<file path="config.mk">
export PLATFORM = sky130hd
export DESIGN_NAME = rtc_serial_timer
export DESIGN_NICKNAME = d
export VERILOG_FILES = /design/src/rtl/rtc_serial_pkg.sv /design/src/rtl/rtc_sync.sv /design/src/rtl/rtc_time_counter.sv /design/src/rtl/rtc_serial_fsm.sv /design/src/rtl/rtc_serial_timer.sv
export SDC_FILE = /design/constraint.sdc
export NUM_CORES = 1
export LEC_CHECK = 0
export ABC_AREA = 1
export BUFFER_PORTS_ARGS = -buffer_cell sky130_fd_sc_hd__buf_4
export CAP_MARGIN = 5
export CELL_PAD_IN_SITES_DETAIL_PLACEMENT = 2
export CELL_PAD_IN_SITES_GLOBAL_PLACEMENT = 2
export CORE_MARGIN = 2
export CORE_UTILIZATION = 24
export DETAILED_ROUTE_END_ITERATION = 10
export PLACE_DENSITY_LB_ADDON = 0.1
export SLEW_MARGIN = 20
export SYNTH_ARGS = -nofsm -noshare
export SYNTH_HDL_FRONTEND = slang
export SYNTH_HIERARCHICAL = 1
export SYNTH_SLANG_ARGS = --single-unit
export TNS_END_PERCENT = 50
</file>
<file path="constraint.sdc">
create_clock -name clk -period 5.6 [get_ports clk]
set_clock_uncertainty 0.1 [all_clocks]
set_input_delay 1.12 -clock clk [delete_from_list [all_inputs] [get_ports clk]]
set_output_delay 1.12 -clock clk [all_outputs]
set_load 0.03 [all_outputs]
</file>
<file path="src/rtl/rtc_serial_pkg.sv">
package rtc_serial_pkg;

    localparam int SEC_W_D   = 32;
    localparam int FRAC_W_D  = 8;
    localparam int PRESC_W_D = 7;
    localparam int CMD_W     = 8;
    localparam int CTRL_W    = 8;

    typedef enum logic [2:0] {
        ST_IDLE,
        ST_CMD,
        ST_WR_TIME,
        ST_WR_CTRL,
        ST_RD_TIME,
        ST_RD_CTRL,
        ST_SKIP
    } ser_state_t;

endpackage

</file>
<file path="src/rtl/rtc_sync.sv">
module rtc_sync #(
    parameter int           W       = 1,
    parameter logic [W-1:0] RST_VAL = '0
) (
    input  logic         clk,
    input  logic         rst_n,
    input  logic [W-1:0] d,
    output logic [W-1:0] q
);

    for (genvar g = 0; g < W; g++) begin : g_bit
        logic meta_q;
        logic stab_q;
        always_ff @(posedge clk or negedge rst_n) begin
            if (!rst_n) begin
                meta_q <= RST_VAL[g];
                stab_q <= RST_VAL[g];
            end else begin
                meta_q <= d[g];
                stab_q <= meta_q;
            end
        end
        assign q[g] = stab_q;
    end

endmodule

</file>
<file path="src/rtl/rtc_time_counter.sv">
module rtc_time_counter #(
    parameter  int SEC_W   = 32,
    parameter  int FRAC_W  = 8,
    parameter  int PRESC_W = 7,
    localparam int TW      = SEC_W + FRAC_W
) (
    input  logic          clk,
    input  logic          rst_n,
    input  logic          ref_rise,
    input  logic          run_en,
    input  logic          load,
    input  logic [TW-1:0] load_val,
    output logic [TW-1:0] count,
    output logic          tick
);

    logic [SEC_W-1:0]   sec_q;
    logic [FRAC_W-1:0]  frac_q;
    logic [PRESC_W-1:0] presc_q;
    logic               presc_full;

    assign presc_full = &presc_q;
    assign tick       = run_en && ref_rise && presc_full;
    assign count      = {sec_q, frac_q};

    always_ff @(posedge clk or negedge rst_n) begin
        if (!rst_n) begin
            sec_q   <= '0;
            frac_q  <= '0;
            presc_q <= '0;
        end else if (load) begin
            // a load takes priority over a tick in the same cycle
            sec_q   <= load_val[TW-1:FRAC_W];
            frac_q  <= load_val[FRAC_W-1:0];
            presc_q <= '0;
        end else if (run_en && ref_rise) begin
            presc_q <= presc_q + PRESC_W'(1);
            if (presc_full) begin
                frac_q <= frac_q + FRAC_W'(1);
                if (&frac_q) begin
                    sec_q <= sec_q + SEC_W'(1);
                end
            end
        end
    end

endmodule

</file>
<file path="src/rtl/rtc_serial_fsm.sv">
module rtc_serial_fsm
    import rtc_serial_pkg::*;
#(
    parameter  int         SEC_W     = 32,
    parameter  int         FRAC_W    = 8,
    parameter  logic [6:0] ADDR_TIME = 7'h01,
    parameter  logic [6:0] ADDR_CTRL = 7'h02,
    localparam int         TW        = SEC_W + FRAC_W
) (
    input  logic          clk,
    input  logic          rst_n,
    input  logic          cs_n_s,
    input  logic          mosi_s,
    input  logic          sclk_rise,
    input  logic          sclk_fall,
    input  logic [TW-1:0] count,
    output logic          load,
    output logic [TW-1:0] load_val,
    output logic          run_en,
    output logic          wr_en,
    output logic          miso,
    output ser_state_t    state
);

    localparam int CNT_W = $clog2(TW + 1);

    ser_state_t      state_q, state_d;
    logic [CNT_W-1:0] bit_cnt_q;
    logic [TW-1:0]   sh_in_q;
    logic [TW-1:0]   sh_out_q;
    logic [TW-1:0]   sh_next;
    logic            miso_q;
    logic            run_q;
    logic            we_q;
    logic            load_q;
    logic [TW-1:0]   load_val_q;
    logic            cmd_last;
    logic            time_last;
    logic            ctrl_last;
    logic            cmd_rd;
    logic [6:0]      cmd_addr;
    logic [CTRL_W-1:0] ctrl_byte;

    assign sh_next   = {sh_in_q[TW-2:0], mosi_s};
    assign cmd_rd    = sh_next[CMD_W-1];
    assign cmd_addr  = sh_next[CMD_W-2:0];
    assign cmd_last  = sclk_rise && (bit_cnt_q == CNT_W'(CMD_W - 1));
    assign time_last = sclk_rise && (bit_cnt_q == CNT_W'(TW - 1));
    assign ctrl_last = sclk_rise && (bit_cnt_q == CNT_W'(CTRL_W - 1));
    assign ctrl_byte = {{(CTRL_W-2){1'b0}}, we_q, run_q};

    // state register
    always_ff @(posedge clk or negedge rst_n) begin
        if (!rst_n) begin
            state_q <= ST_IDLE;
        end else begin
            state_q <= state_d;
        end
    end

    // next-state logic
    always_comb begin
        state_d = state_q;
        if (cs_n_s) begin
            state_d = ST_IDLE;
        end else begin
            unique case (state_q)
                ST_IDLE: state_d = ST_CMD;
                ST_CMD: begin
                    if (cmd_last) begin
                        if (cmd_addr == ADDR_TIME) begin
                            state_d = cmd_rd ? ST_RD_TIME : ST_WR_TIME;
                        end else if (cmd_addr == ADDR_CTRL) begin
                            state_d = cmd_rd ? ST_RD_CTRL : ST_WR_CTRL;
                        end else begin
                            state_d = ST_SKIP;
                        end
                    end
                end
                ST_WR_TIME: if (time_last) state_d = ST_SKIP;
                ST_RD_TIME: if (time_last) state_d = ST_SKIP;
                ST_WR_CTRL: if (ctrl_last) state_d = ST_SKIP;
                ST_RD_CTRL: if (ctrl_last) state_d = ST_SKIP;
                ST_SKIP:    state_d = ST_SKIP;
                default:    state_d = ST_IDLE;
            endcase
        end
    end

    // datapath and outputs
    always_ff @(posedge clk or negedge rst_n) begin
        if (!rst_n) begin
            bit_cnt_q  <= '0;
            sh_in_q    <= '0;
            sh_out_q   <= '0;
            miso_q     <= 1'b0;
            run_q      <= 1'b0;
            we_q       <= 1'b0;
            load_q     <= 1'b0;
            load_val_q <= '0;
        end else begin
            load_q <= 1'b0;

            if (state_d != state_q) begin
                bit_cnt_q <= '0;
            end else if (sclk_rise) begin
                bit_cnt_q <= bit_cnt_q + CNT_W'(1);
            end

            if (sclk_rise && (state_q inside {ST_CMD, ST_WR_TIME, ST_WR_CTRL})) begin
                sh_in_q <= sh_next;
            end

            // snapshot captured as the command byte completes
            if (state_q == ST_CMD && cmd_last && cmd_rd) begin
                if (cmd_addr == ADDR_TIME) begin
                    sh_out_q <= count;
                end else if (cmd_addr == ADDR_CTRL) begin
                    sh_out_q <= {ctrl_byte, {(TW-CTRL_W){1'b0}}};
                end
            end else if (sclk_fall && (state_q inside {ST_RD_TIME, ST_RD_CTRL})) begin
                miso_q   <= sh_out_q[TW-1];
                sh_out_q <= {sh_out_q[TW-2:0], 1'b0};
            end

            if (state_q == ST_IDLE) begin
                miso_q <= 1'b0;
            end

            if (state_q == ST_WR_TIME && time_last && !cs_n_s && we_q) begin
                load_q     <= 1'b1;
                load_val_q <= sh_next;
            end

            if (state_q == ST_WR_CTRL && ctrl_last && !cs_n_s) begin
                run_q <= sh_next[0];
                we_q  <= sh_next[1];
            end
        end
    end

    assign load     = load_q;
    assign load_val = load_val_q;
    assign run_en   = run_q;
    assign wr_en    = we_q;
    assign miso     = miso_q;
    assign state    = state_q;

endmodule

</file>
<file path="src/rtl/rtc_serial_timer.sv">
module rtc_serial_timer
    import rtc_serial_pkg::*;
#(
    parameter  int         SEC_W     = SEC_W_D,
    parameter  int         FRAC_W    = FRAC_W_D,
    parameter  int         PRESC_W   = PRESC_W_D,
    parameter  logic [6:0] ADDR_TIME = 7'h01,
    parameter  logic [6:0] ADDR_CTRL = 7'h02
) (
    input  logic clk,
    input  logic rst_n,
    input  logic ref_clk,
    input  logic cs_n,
    input  logic sclk,
    input  logic mosi,
    output logic miso
);

    localparam int TIME_W = SEC_W + FRAC_W;

    logic [3:0]        sync_q;
    logic              ref_s, cs_n_s, sclk_s, mosi_s;
    logic              ref_d, sclk_d;
    logic              ref_rise, sclk_rise, sclk_fall;
    logic              load_w, run_w, we_w, tick_w;
    logic [TIME_W-1:0] load_val_w, count_w;
    ser_state_t        state_w;

    rtc_sync #(.W(4), .RST_VAL(4'b0100)) u_sync (
        .clk   (clk),
        .rst_n (rst_n),
        .d     ({ref_clk, cs_n, sclk, mosi}),
        .q     (sync_q)
    );

    assign {ref_s, cs_n_s, sclk_s, mosi_s} = sync_q;

    always_ff @(posedge clk or negedge rst_n) begin
        if (!rst_n) begin
            ref_d  <= 1'b0;
            sclk_d <= 1'b0;
        end else begin
            ref_d  <= ref_s;
            sclk_d <= sclk_s;
        end
    end

    assign ref_rise  = ref_s & ~ref_d;
    assign sclk_rise = sclk_s & ~sclk_d & ~cs_n_s;
    assign sclk_fall = ~sclk_s & sclk_d & ~cs_n_s;

    rtc_time_counter #(.SEC_W(SEC_W), .FRAC_W(FRAC_W), .PRESC_W(PRESC_W)) u_cnt (
        .clk      (clk),
        .rst_n    (rst_n),
        .ref_rise (ref_rise),
        .run_en   (run_w),
        .load     (load_w),
        .load_val (load_val_w),
        .count    (count_w),
        .tick     (tick_w)
    );

    rtc_serial_fsm #(
        .SEC_W     (SEC_W),
        .FRAC_W    (FRAC_W),
        .ADDR_TIME (ADDR_TIME),
        .ADDR_CTRL (ADDR_CTRL)
    ) u_fsm (
        .clk       (clk),
        .rst_n     (rst_n),
        .cs_n_s    (cs_n_s),
        .mosi_s    (mosi_s),
        .sclk_rise (sclk_rise),
        .sclk_fall (sclk_fall),
        .count     (count_w),
        .load      (load_w),
        .load_val  (load_val_w),
        .run_en    (run_w),
        .wr_en     (we_w),
        .miso      (miso),
        .state     (state_w)
    );

endmodule

</file>
==> results.sh <==
export IMPL_max_slew_margin_pct=32.7
export IMPL_clock_path_buffers=2
export IMPL_route_vias_total=7410
export IMPL_layout_nets=1142
export IMPL_drt_iter0_drc=236
export IMPL_grt_pass1_wl_um=45800
export IMPL_core_area_um2=37700
export IMPL_highest_layer="met4"
export IMPL_dr_pass1_iters=4
export IMPL_p_comb_share_pct=4.0
export IMPL_slowest_stage="o21ai_4"
export IMPL_power_switching_mw=0.675
export IMPL_period_share_pct=64.6
export IMPL_finalHoldViolCount=0
export IMPL_status="complete, no violations"
export IMPL_final_util_pct=27.4
export IMPL_fin_cells=1656
export IMPL_final_layout_size_suffix_gt1_share_pct=8.73
export IMPL_clock_power_share_pct=47.3
export IMPL_place_gp_congestion=0.737
export IMPL_avgSynthCellArea_um2=7.96
export IMPL_cts_max_level=4
export IMPL_grt_total_usage_pct=14.9
export IMPL_setup_worst_path_class="register to register"
export IMPL_hold_path_class="register to register"
export IMPL_dieHeight_um=200
export IMPL_critical_path_arrival_ns=3.89
export IMPL_cap_viol_max_count=0
export IMPL_via_per_inst=4.47
export IMPL_drc=0
export IMPL_postCtsSetupBuffers=0
export IMPL_die_w_um=200
export IMPL_start_util_pct=24.4
export IMPL_portBuffers=6
export IMPL_grt_overflow_total=0
export IMPL_setup_viol=0
export IMPL_antenna_found_initial=0
export IMPL_synthCells=1152
export IMPL_max_freq_ghz=0.276
export IMPL_r2r_end="u_fsm/sh_out_q[7]"
export IMPL_whs_endpoint="u_sync/g_bit[3].stab_q"
export IMPL_postRouteWirelength_um=27100
export IMPL_rsz0062_at_grt="no"
export IMPL_min_from="u_sync/g_bit[3].meta_q"
export IMPL_die_area_um2=39800
export IMPL_ant_nets=0
export IMPL_worstMarginPinSlew_ns=1.01
export IMPL_worst_setup_path_start_kind="register"
export IMPL_yosys_warnings=6
export IMPL_met2WireLength_um=11600
export IMPL_slew_violations=0
export IMPL_swShare_pct=23.7
export IMPL_clock_sinks=189
export IMPL_routedWlPerCell_um=16.3
export IMPL_total_power_mw=2.85
export IMPL_pin_count=7
export IMPL_area_delta_synth_final_pct=12.6
export IMPL_required_ns=5.87
export IMPL_power_density_nw_per_um2=276
export IMPL_fin_tns_setup_ns=0
export IMPL_grt_max_degree=113
export IMPL_met3_length_um=395
export IMPL_crit_start="sclk_d"
export IMPL_num_rows=71
export IMPL_path_clk_slew_ns=0.08
export IMPL_fin_crit_ns=3.62
export IMPL_syn_area_um2=9180
export IMPL_post_cts_resized=0
export IMPL_min_path_cells=0
export IMPL_p_int_mw=2.17
export IMPL_sequentialPowerShare_pct=48.7
export IMPL_clkLatencyLatePin_ns=0.45
export IMPL_worstSetupEndpointType="register"
export IMPL_rr_startpoint="sclk_d"
export IMPL_reg2reg_depth=12
export IMPL_p_leak_nw=4.51
export IMPL_clock_root_buffer="clkbuf_16"
export IMPL_peakVddDrop_uv=212
export IMPL_worstPathCellList="inv_1 > nand2_1 > nor2_1 > nand2_1 > nor2_1 > nand2_1 > nor3_4 > inv_2 > o21ai_4 > buf_4 > nor2_1 > a31oi_1"
export IMPL_cpPeakStageDelay_ns=0.85
export IMPL_cts_tree="yes"
export IMPL_grt_pass1_vias=8007
export IMPL_cts_made_buffers=17
export IMPL_antenna_cells=0
export IMPL_path_delay_family="simple AND/OR/NAND/NOR gates"
export IMPL_wl_met1_um=14800
export IMPL_post_dp_hpwl_um=18700
export IMPL_path_max_fanout=40
export IMPL_cts_hold_buf=0
export IMPL_r2r_setup_slack_ns=1.98
export IMPL_synth_nets=1162
export IMPL_placed_cells=1624
export IMPL_fillers=4398
export IMPL_path_buf_inv=3
-- registers in the layout, indices dropped and copies added, names as in the netlist, 3 cells and up --
signal               cells
u_fsm/bit_cnt_q          6
u_fsm/sh_out_q          40
u_cnt/sec_q             32
u_fsm/sh_in_q           39
u_cnt/presc_q            7
u_sync/g_bit.stab_q      4
u_cnt/frac_q             8
u_fsm/state              3
u_fsm/load_val          40
u_sync/g_bit.meta_q      4
-- placed cells by master (no fill, tap or decap), types with 6 or more instances in the layout --
cell       instances
a21oi_1            9
a31oi_1           42
buf_4             15
clkbuf_16         17
dfrtp_1          187
inv_1             96
inv_2              6
nand2_1          334
nand2_2            7
nand3_1          105
nor2_1           127
nor2_2            13
nor2_4             8
o211ai_1           7
o21ai_0           94
or2_2              6
xnor2_1            7
xor2_1            11
-- how the worst max path moves through the flow --
stage / endpoint / slack [ns] / cells past startpoint
after floorplan: u_fsm/sh_out_q[14] / 3.53 / 12
after global placement: u_fsm/sh_out_q[8] / 1.95 / 12
after detailed placement: u_fsm/sh_out_q[7] / 1.88 / 12
after CTS: u_fsm/sh_out_q[7] / 1.86 / 12
after global routing: u_fsm/sh_out_q[3] / 1.47 / 12
final: u_fsm/sh_out_q[7] / 1.98 / 12
-- layer usage --
layer  track usage (%)  vias up
met5                 0        -
met4              3.95        0
met3              2.23       14
met2              22.0       36
met1              22.4     3709
li1                  -     3651
-- worst register-to-register path: cells and delay by family, from the launching register on --
family,cells,cell delay (ns)
AO/OA/AOI/OAI,2,1.02
AND/OR/NAND/NOR,7,1.19
buffers and inverters,3,0.84
flip-flops,1,0.38
-- power by group through the flow --
stage          clock network, mW  logic, mW  registers (mW)
6_report                    1.35      0.114            1.39
5_1_grt                     1.46      0.133            1.39
4_1_cts                     1.41      0.121            1.39
3_5_place_dp                   0      0.121            1.41
3_3_place_gp                   0      0.120            1.41
2_1_floorplan                  0     0.0565            1.41
-- per-stage QoR --
stage	setup slack (ns)	area, µm²	hold WS, ns
after CTS	1.86	10300	0.254
after detailed placement	1.88	9690	0.237
after global routing	1.47	10300	0.263
after floorplan	3.53	9180	0.231
after global placement	1.95	9690	0.234
final	1.98	10300	0.250
-- area by class of cell --
cell class	count	area [µm²]	share of cell area, %
Tap cell	511	639	6.19
Sequential cell	189	4730	45.8
Clock inverter	13	186	1.80
Inverter	102	383	3.71
Multi-Input combinational cell	806	3810	36.9
Timing Repair Buffer	16	126	1.22
Clock buffer	19	453	4.38
Note: power is estimated with default switching activity, not from simulation.
